File: src/rtl/lpm_pkg.sv
package lpm_pkg;
   typedef enum logic [1:0] {
      PS_RUN   = 2'd0,
      PS_STOP  = 2'd1,
      PS_STBY  = 2'd2,
      PS_RECOV = 2'd3
   } pstate_t;
endpackage

File: src/rtl/lpm_wake_edge.sv
module lpm_wake_edge #(
   parameter int STAGES = 2
) (
   input  logic clk,
   input  logic por_n,
   input  logic pin,
   output logic rise
);
   logic [STAGES-1:0] sq;
   logic              last;

   generate
      if (STAGES < 2) begin : g_bad
         $error("lpm_wake_edge: STAGES must be at least 2");
      end
   endgenerate

   always_ff @(posedge clk or negedge por_n) begin
      if (!por_n) begin
         sq   <= '0;
         last <= 1'b0;
      end else begin
         sq   <= {sq[STAGES-2:0], pin};
         last <= sq[STAGES-1];
      end
   end

   assign rise = sq[STAGES-1] & ~last;
endmodule

File: src/rtl/lpm_entry_gate.sv
module lpm_entry_gate #(
   parameter int N_LINES = 4
) (
   input  lpm_pkg::pstate_t     state,
   input  logic                 wait_irq,
   input  logic                 wait_evt,
   input  logic                 cfg_deep,
   input  logic                 cfg_pdds,
   input  logic [N_LINES-1:0]   line_pend,
   input  logic                 alarm_flag,
   output logic                 go_stop,
   output logic                 go_stby
);
   import lpm_pkg::*;
   logic blocked, req;

   always_comb begin
      blocked = (|line_pend) | alarm_flag;
      req     = (state == PS_RUN) & (wait_irq | wait_evt) & cfg_deep & ~blocked;
      go_stop = req & ~cfg_pdds;
      go_stby = req & cfg_pdds;
   end
endmodule

File: src/rtl/lpm_exit_dec.sv
module lpm_exit_dec #(
   parameter int N_LINES = 4
) (
   input  lpm_pkg::pstate_t     state,
   input  logic                 via_evt,
   input  logic [N_LINES-1:0]   line_irq,
   input  logic [N_LINES-1:0]   irq_en,
   input  logic [N_LINES-1:0]   line_evt,
   input  logic                 ext_rst,
   input  logic                 wdg_rst,
   input  logic                 alarm_evt,
   input  logic                 wake_rise,
   output logic                 stop_wake,
   output logic                 stby_wake,
   output logic                 hard_rst
);
   import lpm_pkg::*;
   logic irq_hit, evt_hit;

   always_comb begin
      irq_hit   = |(line_irq & irq_en);
      evt_hit   = |line_evt;
      hard_rst  = ext_rst | wdg_rst;
      stop_wake = (state == PS_STOP) & (via_evt ? evt_hit : irq_hit);
      stby_wake = (state == PS_STBY) & (hard_rst | alarm_evt | wake_rise);
   end
endmodule

File: src/rtl/lpm_ctrl.sv
module lpm_ctrl #(
   parameter int N_LINES     = 4,
   parameter int RST_LEN     = 8,
   parameter int SYNC_STAGES = 2
) (
   input  logic               clk,
   input  logic               por_n,
   input  logic               wait_irq,
   input  logic               wait_evt,
   input  logic               cfg_deep,
   input  logic               cfg_pdds,
   input  logic               cfg_lpreg,
   input  logic [N_LINES-1:0] line_pend,
   input  logic               alarm_flag,
   input  logic [N_LINES-1:0] line_irq,
   input  logic [N_LINES-1:0] irq_en,
   input  logic [N_LINES-1:0] line_evt,
   input  logic               wake_pin,
   input  logic               alarm_evt,
   input  logic               ext_rst,
   input  logic               wdg_rst,
   input  logic               flag_clr,
   output logic [1:0]         pwr_state,
   output logic               reg_en,
   output logic               reg_lp,
   output logic               core_off,
   output logic               clk_off,
   output logic               dom_rst,
   output logic               sb_flag
);
   import lpm_pkg::*;

   localparam int CW = $clog2(RST_LEN + 1);
   localparam logic [CW-1:0] CNT_LOAD = CW'(RST_LEN - 1);

   generate
      if (N_LINES < 1) begin : g_bad_lines
         $error("lpm_ctrl: N_LINES must be at least 1");
      end
      if (RST_LEN < 1) begin : g_bad_len
         $error("lpm_ctrl: RST_LEN must be at least 1");
      end
   endgenerate

   pstate_t       state, state_nx;
   logic          via_evt, lp_hold;
   logic [CW-1:0] cnt;
   logic          go_stop, go_stby, stop_wake, stby_wake, hard_rst, wake_rise;

   lpm_wake_edge #(.STAGES(SYNC_STAGES)) u_wake (
      .clk(clk), .por_n(por_n), .pin(wake_pin), .rise(wake_rise)
   );

   lpm_entry_gate #(.N_LINES(N_LINES)) u_entry (
      .state(state), .wait_irq(wait_irq), .wait_evt(wait_evt),
      .cfg_deep(cfg_deep), .cfg_pdds(cfg_pdds), .line_pend(line_pend),
      .alarm_flag(alarm_flag), .go_stop(go_stop), .go_stby(go_stby)
   );

   lpm_exit_dec #(.N_LINES(N_LINES)) u_exit (
      .state(state), .via_evt(via_evt), .line_irq(line_irq), .irq_en(irq_en),
      .line_evt(line_evt), .ext_rst(ext_rst), .wdg_rst(wdg_rst),
      .alarm_evt(alarm_evt), .wake_rise(wake_rise),
      .stop_wake(stop_wake), .stby_wake(stby_wake), .hard_rst(hard_rst)
   );

   always_comb begin
      state_nx = state;
      unique case (state)
         PS_RUN: begin
            if (hard_rst)     state_nx = PS_RECOV;
            else if (go_stby) state_nx = PS_STBY;
            else if (go_stop) state_nx = PS_STOP;
         end
         PS_STOP: begin
            if (hard_rst)       state_nx = PS_RECOV;
            else if (stop_wake) state_nx = PS_RUN;
         end
         PS_STBY: begin
            if (stby_wake) state_nx = PS_RECOV;
         end
         PS_RECOV: begin
            if (!hard_rst && cnt == '0) state_nx = PS_RUN;
         end
         default: state_nx = PS_RUN;
      endcase
   end

   always_ff @(posedge clk or negedge por_n) begin
      if (!por_n) begin
         state   <= PS_RUN;
         via_evt <= 1'b0;
         lp_hold <= 1'b0;
         cnt     <= '0;
         sb_flag <= 1'b0;
      end else begin
         state <= state_nx;
         if (state == PS_RUN && go_stop) begin
            via_evt <= ~wait_irq;
            lp_hold <= cfg_lpreg;
         end
         if (state_nx == PS_RECOV && (state != PS_RECOV || hard_rst))
            cnt <= CNT_LOAD;
         else if (state == PS_RECOV && cnt != '0)
            cnt <= cnt - 1'b1;
         if (stby_wake)     sb_flag <= 1'b1;
         else if (flag_clr) sb_flag <= 1'b0;
      end
   end

   assign pwr_state = state;
   assign reg_en    = (state != PS_STBY);
   assign core_off  = (state == PS_STBY);
   assign clk_off   = (state == PS_STOP) || (state == PS_STBY);
   assign reg_lp    = (state == PS_STOP) && lp_hold;
   assign dom_rst   = (state == PS_RECOV);
endmodule

File: config.mk
export PLATFORM = sky130hd
export DESIGN_NAME = lpm_ctrl
export DESIGN_NICKNAME = d
export VERILOG_FILES = /design/src/rtl/lpm_pkg.sv /design/src/rtl/lpm_wake_edge.sv /design/src/rtl/lpm_entry_gate.sv /design/src/rtl/lpm_exit_dec.sv /design/src/rtl/lpm_ctrl.sv
export SDC_FILE = /design/constraint.sdc
export NUM_CORES = 1
export LEC_CHECK = 0
export CAP_MARGIN = 20
export CORE_MARGIN = 2
export CORE_UTILIZATION = 43
export DETAILED_ROUTE_END_ITERATION = 8
export PLACE_DENSITY_LB_ADDON = 0.2
export REMOVE_ABC_BUFFERS = 1
export SYNTH_ARGS = -nofsm -noshare
export SYNTH_HDL_FRONTEND = slang
export SYNTH_HIERARCHICAL = 1
export SYNTH_SLANG_ARGS = --single-unit
File: constraint.sdc
create_clock -name clk -period 6.1 [get_ports clk]
set_input_delay 1.22 -clock clk [delete_from_list [all_inputs] [get_ports clk]]
set_output_delay 1.22 -clock clk [all_outputs]
set_load 0.01 [all_outputs]
==> reports/results.tsv, run 1 <==
metric	value	unit
outcome	complete, no violations	
power_frac_seq	0.299	
cp-start-kind	primary input	
die_w	47.0	um
dieArea	0.00221	mm^2
synthSimpleGateAreaFrac	0.277	
nNetsFinal	160	
comb_power_share	0.601	
cp_max_fo	4	
area_delta_synth_final	52.0	%
synth_xor_area_frac	0.0330	
start_util	0.461	
utilization	0.701	
fill_cells	152	
p_leak	0.527	nW
grt_pass1_vias	692	
skew	0.00157	ns
drt_wl_total	1.87	mm
ys_seq_elements	12	
boundaryPins	37	
multi_input_area	462	um^2
dp_hpwl	1.58	mm
cts_tree	done	
place.gp.congestion	0.753	
hold_viol	0	
ir_drop	221	uV
clock-sinks	12	
grt_pass1_wl	2.76	mm
syn_avg_cell_area	9.59	um^2
crit_family	simple AND/OR/NAND/NOR gates	
grt_max_degree	13	
rows	15	
diodes	0	
ant_nets	0	
drv_slew	0	
period_share	0.544	
crit_required	6.25	ns
drive_above_1_share	0.0984	
synth-compound-area-share	0.146	
h-tree-depth	1	
ys_seq_area_frac	0.377	
fin_area	0.00121	mm^2
drt_first_iter_violations	12	
yosys_warnings	6	
firstDrtPassIters	4	
worstMarginPinSlew	0.513	ns
synth_ff_type	dfrtp_1	
post-route-min-period	3.32	ns
post_cts_buffers	0	
cp.depth	7	
synth_top_family_by_area	simple AND/OR/NAND/NOR gates	
cts_buffer_depth	2	
p_int	0.000268	W
synth_cell_type_count	35	
rr_worst_depth	6	
worst_path_largest_cell_delay	0.54	ns
cp_num_buf_inv	1	
vias_per_cell	5.06	
core	0.00173	mm^2
seqCellArea	300	um^2
hold_path_class	reg2reg	
via_count	744	
clkLatencyLatePin	0.25	ns
setup_tns	0	ns
synth_area_leader_cell	dfrtp_1	
async_reset_ff_frac	1.00	
cts_root_buf	clkbuf_4	
cts_made_buffers	3	
cp-end-kind	flop	
synth_top_cell_area_share	0.377	
relSlewSlack	0.657	
dpl-instance-area	0.00119	mm^2
setup_viol	0	
finalNonFillerCells	147	
postCtsHoldBufs	0	
gr-total-overflow	0	
drc	0	
powerDensity	365	mW/mm^2
p_sw	0.000173	W
critical_path_class	in2reg	
placed_cells	144	
synthAdderAreaFrac	0.110	
syn_inst	83	
routedWlPerCell	12.7	um
clock_power_share	0.100	
port_buffers	36	
crit_arrival	3.46	ns
synth_edf_count	0	
rsz0062_at_grt	no	
path_cells	clkdlybuf4s50_1, or4_1, nor4_1, nor2_1, or3_1, a32o_2, o21a_1	
fmax	301	MHz
hold_depth	0	
swShare	0.392	
cts_resized	0	
path_clk_slew	0.07	ns
slowest_stage	or4_1	
synthTopCellsByArea	dfrtp_1 (38%), ha_1 (11%), inv_1 (4.2%)	
antenna_found_initial	0	
muxShareOfSynthArea	0.0142	
syn_area	796	um^2
drv_cap	0	
grt_use_total	0.176	
die_h	47.0	um
## cells in the final DEF, fill, tap and decap left out, types with 2 or more instances in the layout
cell type / instances
clkdlybuf4s50_1: 36
dfrtp_1: 12
inv_1: 9
nor2_1: 8
ha_1: 7
nand2_1: 6
o21ai_0: 5
nand3_1: 3
clkbuf_4: 3
nor4_1: 3
nor3_1: 2
o21a_1: 2
xnor2_1: 2
## layer usage
metal	part of all wire	global-route usage
met1	0.38	0.194
met2	0.52	0.351
met3	0.097	0.0269
met4	0	0.0333
met5	0	0
## state kept, by name (all words and copies together) (netlist names)
name and count:
via_evt 1, pwr_state 2, sb_flag 1, lp_hold 1, cnt 4, u_wake/sq 2, u_wake/last 1
## power groups by stage
stage	Sequential, W	Clock, W	Combinational, W
after floorplan	0.000130	0	0.000159
final	0.000132	0.0000440	0.000265
after CTS	0.000132	0.0000456	0.000268
after detailed placement	0.000134	0	0.000267
after global placement	0.000133	0	0.000258
after global routing	0.000136	0.0000512	0.000294
## Yosys cell counts, types with 2 or more instances
cell type / n
ha_1: 7
nor3_1: 2
nand3_1: 3
xnor2_1: 2
dfrtp_1: 12
nand2_1: 6
o21a_1: 2
inv_1: 9
nor2_1: 8
o21ai_0: 5
nor4_1: 3
## worst paths after layout
kind                                   start           end  slack, ns
worst max-delay path            line_pend[3]        cnt[3]       2.78
worst min-delay path            u_wake/sq[0]  u_wake/sq[1]       0.36
worst max register to register  pwr_state[1]        cnt[3]       3.61
worst min register to register  u_wake/sq[0]  u_wake/sq[1]       0.36
max in group asynchronous              por_n  u_wake/sq[0]       4.45
min in group asynchronous              por_n  pwr_state[0]       1.31
## metrics by stage
step	total power (W)	setup slack [ns]	hold WS, ns
floorplan	0.000289	3.11	0.331
global placement	0.000391	2.62	0.337
detailed placement	0.000401	2.54	0.355
CTS	0.000446	2.80	0.368
global route	0.000481	2.66	0.376
finish	0.000441	2.78	0.361
## cell families after synthesis
logic type      count (synthesis)
compound gates                 15
xor+xnor                        3
fa+ha+maj                       7
buf+inv                         9
flops                          12
mux                             1
simple gates                   36
## cell type report
| cell class | count | area share |
|---|---|---|
| Multi-Input combinational cell | 62 | 0.382 |
| Timing Repair Buffer | 36 | 0.298 |
| Sequential cell | 12 | 0.248 |
| Inverter | 9 | 0.0279 |
| Tap cell | 25 | 0.0259 |
| Clock buffer | 3 | 0.0186 |
Note: power is estimated with default switching activity, not from simulation.
==> inputs of run 2 (changes only) <==
Settings changed: CORE_ASPECT_RATIO set to 0.6, CORE_UTILIZATION 43 to 36.
Clock period 6.1 ns to 3 ns, I/O delays scaled along.
==> run 2 against run 1 <==
Against the previous run:
- core utilization decreased by 11 points
- design area is 3.8% higher
- power rose by 130%
- via count grew 3.5%
- first-iteration DRC count rose to 3.5 times the previous value
- critical path depth stayed put
- sequential share of layout area fell by 0.91 points
- register-to-register slack lost 3.1 ns
- die area grew 18%
- non-clock buffer count increased by 1
- largest cell class unchanged
- routed wire length grew 15%
- critical path type unchanged
==> reports/results.tsv, run 2 (synthesized netlist as in run 1, its figures left out) <==
metric	value	unit	change
outcome	complete, no violations		
cts_buffer_depth	2		unchanged
slowest_stage	or4_1		
cp_max_fo	4		unchanged
cp-startpoint	line_pend[3]		
comb_power_share	0.571		-0.030
period_share	0.900		
rows	13		-2
rr_worst_depth	6		unchanged
fill_cells	188		+24%
drc	0		unchanged
path_cells	clkdlybuf4s50_1, or4_1, nor4_1, nor2_1, or3_1, a32o_2, o221ai_1		
grt_pass1_vias	732		+5.8%
cts_root_buf	clkbuf_8		
worstMarginPinSlew	0.537	ns	+0.0237 ns
clock-sinks	12		unchanged
r2r_slack	0.54	ns	-3.07 ns
hold_depth	0		unchanged
worstReg2RegEnd	cnt[1]		
via_count	770		+3.5%
cp.depth	7		unchanged
cp_num_buf_inv	1		unchanged
drt_first_iter_violations	42		+30
drv_cap	0		unchanged
post_cts_buffers	0		unchanged
hold_viol	0		unchanged
r2r_start	pwr_state[0]		
finalNonFillerCells	154		+4.8%
seqCellArea	300	um^2	unchanged
h-tree-depth	1		unchanged
placed_cells	150		+4.2%
swShare	0.375		-0.0162
clkLatencyLatePin	0.24	ns	about the same
dp_hpwl	1.81	mm	+14%
ir_drop	422	uV	+91%
largest_reg_flops	4		unchanged
drive_above_1_share	0.113		+0.0145
worst_path_largest_cell_delay	0.53	ns	about the same
boundaryPins	37		unchanged
cp-end-kind	flop		
power_frac_seq	0.258		-0.041
cp-start-kind	primary input		
grt_max_degree	13		unchanged
drv_slew	0		unchanged
endpoint	cnt[1]		
drt_wl_total	2.15	mm	+15%
multi_input_area	462	um^2	unchanged
nNetsFinal	161		+0.63%
cts_resized	0		unchanged
cts_tree	done		
port_buffers	36		unchanged
grt_use_total	0.192		+0.0167
clock_power_share	0.171		+0.071
powerDensity	794	mW/mm^2	+120%
area_delta_synth_final	57.9	%	
start_util	0.373		-0.0874
fmax	370	MHz	
mostFrequentLayoutCells	clkdlybuf4s50_1 (36), dfrtp_1 (12), inv_1 (9)		
antenna_found_initial	0		unchanged
p_int	0.000623	W	+130%
p_leak	0.546	nW	+3.7%
routedWlPerCell	14.0	um	+10%
grt_pass1_wl	3.53	mm	+28%
postCtsHoldBufs	0		unchanged
skew	0.00277	ns	+0.00120 ns
hold_path_class	reg2reg		
crit_arrival	2.85	ns	-0.61 ns
ant_nets	0		unchanged
post-route-min-period	2.70	ns	
total_power	0.000998	W	+130%
crit_family	simple AND/OR/NAND/NOR gates		
die_w	64.7	um	+38%
critical_path_class	in2reg		
relSlewSlack	0.641		-0.0158
top_register	cnt		
path_clk_slew	0.05	ns	-0.02 ns
setup_tns	0	ns	unchanged
firstDrtPassIters	4		unchanged
p_sw	0.000375	W	+120%
crit_required	3.15	ns	-3.10 ns
vias_per_cell	5.00		-1.2%
core	0.00213	mm^2	+23%
rsz0062_at_grt	no		
setup_viol	0		unchanged
cts_made_buffers	3		unchanged
diodes	0		unchanged
place.gp.congestion	0.809		+7.4%
dieArea	0.00261	mm^2	+18%
layout_commonest_cell	clkdlybuf4s50_1		
gr-total-overflow	0		unchanged
die_h	40.4	um	-14%
[run 2: area by class of cell]
type / count / share of cell area
clock buffers: 4 / 0.0438
inverters: 9 / 0.0269
well taps: 30 / 0.0299
multi-input cells: 62 / 0.368
repair buffers: 37 / 0.293
flip-flops and latches: 12 / 0.239
[run 2: power groups by stage]
stage                     Combinational (W)  Clock, W  Sequential [W]
final                              0.000570  0.000170        0.000258
after floorplan                    0.000324         0        0.000265
after detailed placement           0.000569         0        0.000259
after CTS                          0.000575  0.000178        0.000257
after global placement             0.000558         0        0.000257
after global routing               0.000629  0.000188        0.000263
[run 2: how the worst min path moves through the flow]
| stage | from | to | slack [ns] |
|---|---|---|---|
| floorplan | por_n | cnt[0] | 0.30 |
| global placement | u_wake/sq[0] | u_wake/sq[1] | 0.33 |
| detailed placement | u_wake/sq[0] | u_wake/sq[1] | 0.34 |
| CTS | u_wake/sq[0] | u_wake/sq[1] | 0.35 |
| global route | u_wake/sq[0] | u_wake/sq[1] | 0.36 |
| finish | u_wake/sq[0] | u_wake/sq[1] | 0.35 |
[run 2: through the flow]
| stage | hold WS, ns | setup WS, ns | area [um^2] | util |
|---|---|---|---|---|
| final | 0.348 | 0.299 | 1260 | 0.590 |
| after global routing | 0.364 | 0.116 | 1260 | 0.590 |
| after CTS | 0.353 | 0.268 | 1260 | 0.590 |
| after detailed placement | 0.342 | 0.0108 | 1200 | 0.564 |
| after global placement | 0.333 | 0.141 | 1200 | 0.564 |
| after floorplan | 0.304 | 0.626 | 796 | - |
[run 2: metal layers]
metal / part of all wire / track usage
met5: 0 / 0
met4: 0 / 0.0426
met3: 0.066 / 0.0618
met2: 0.48 / 0.346
met1: 0.45 / 0.234
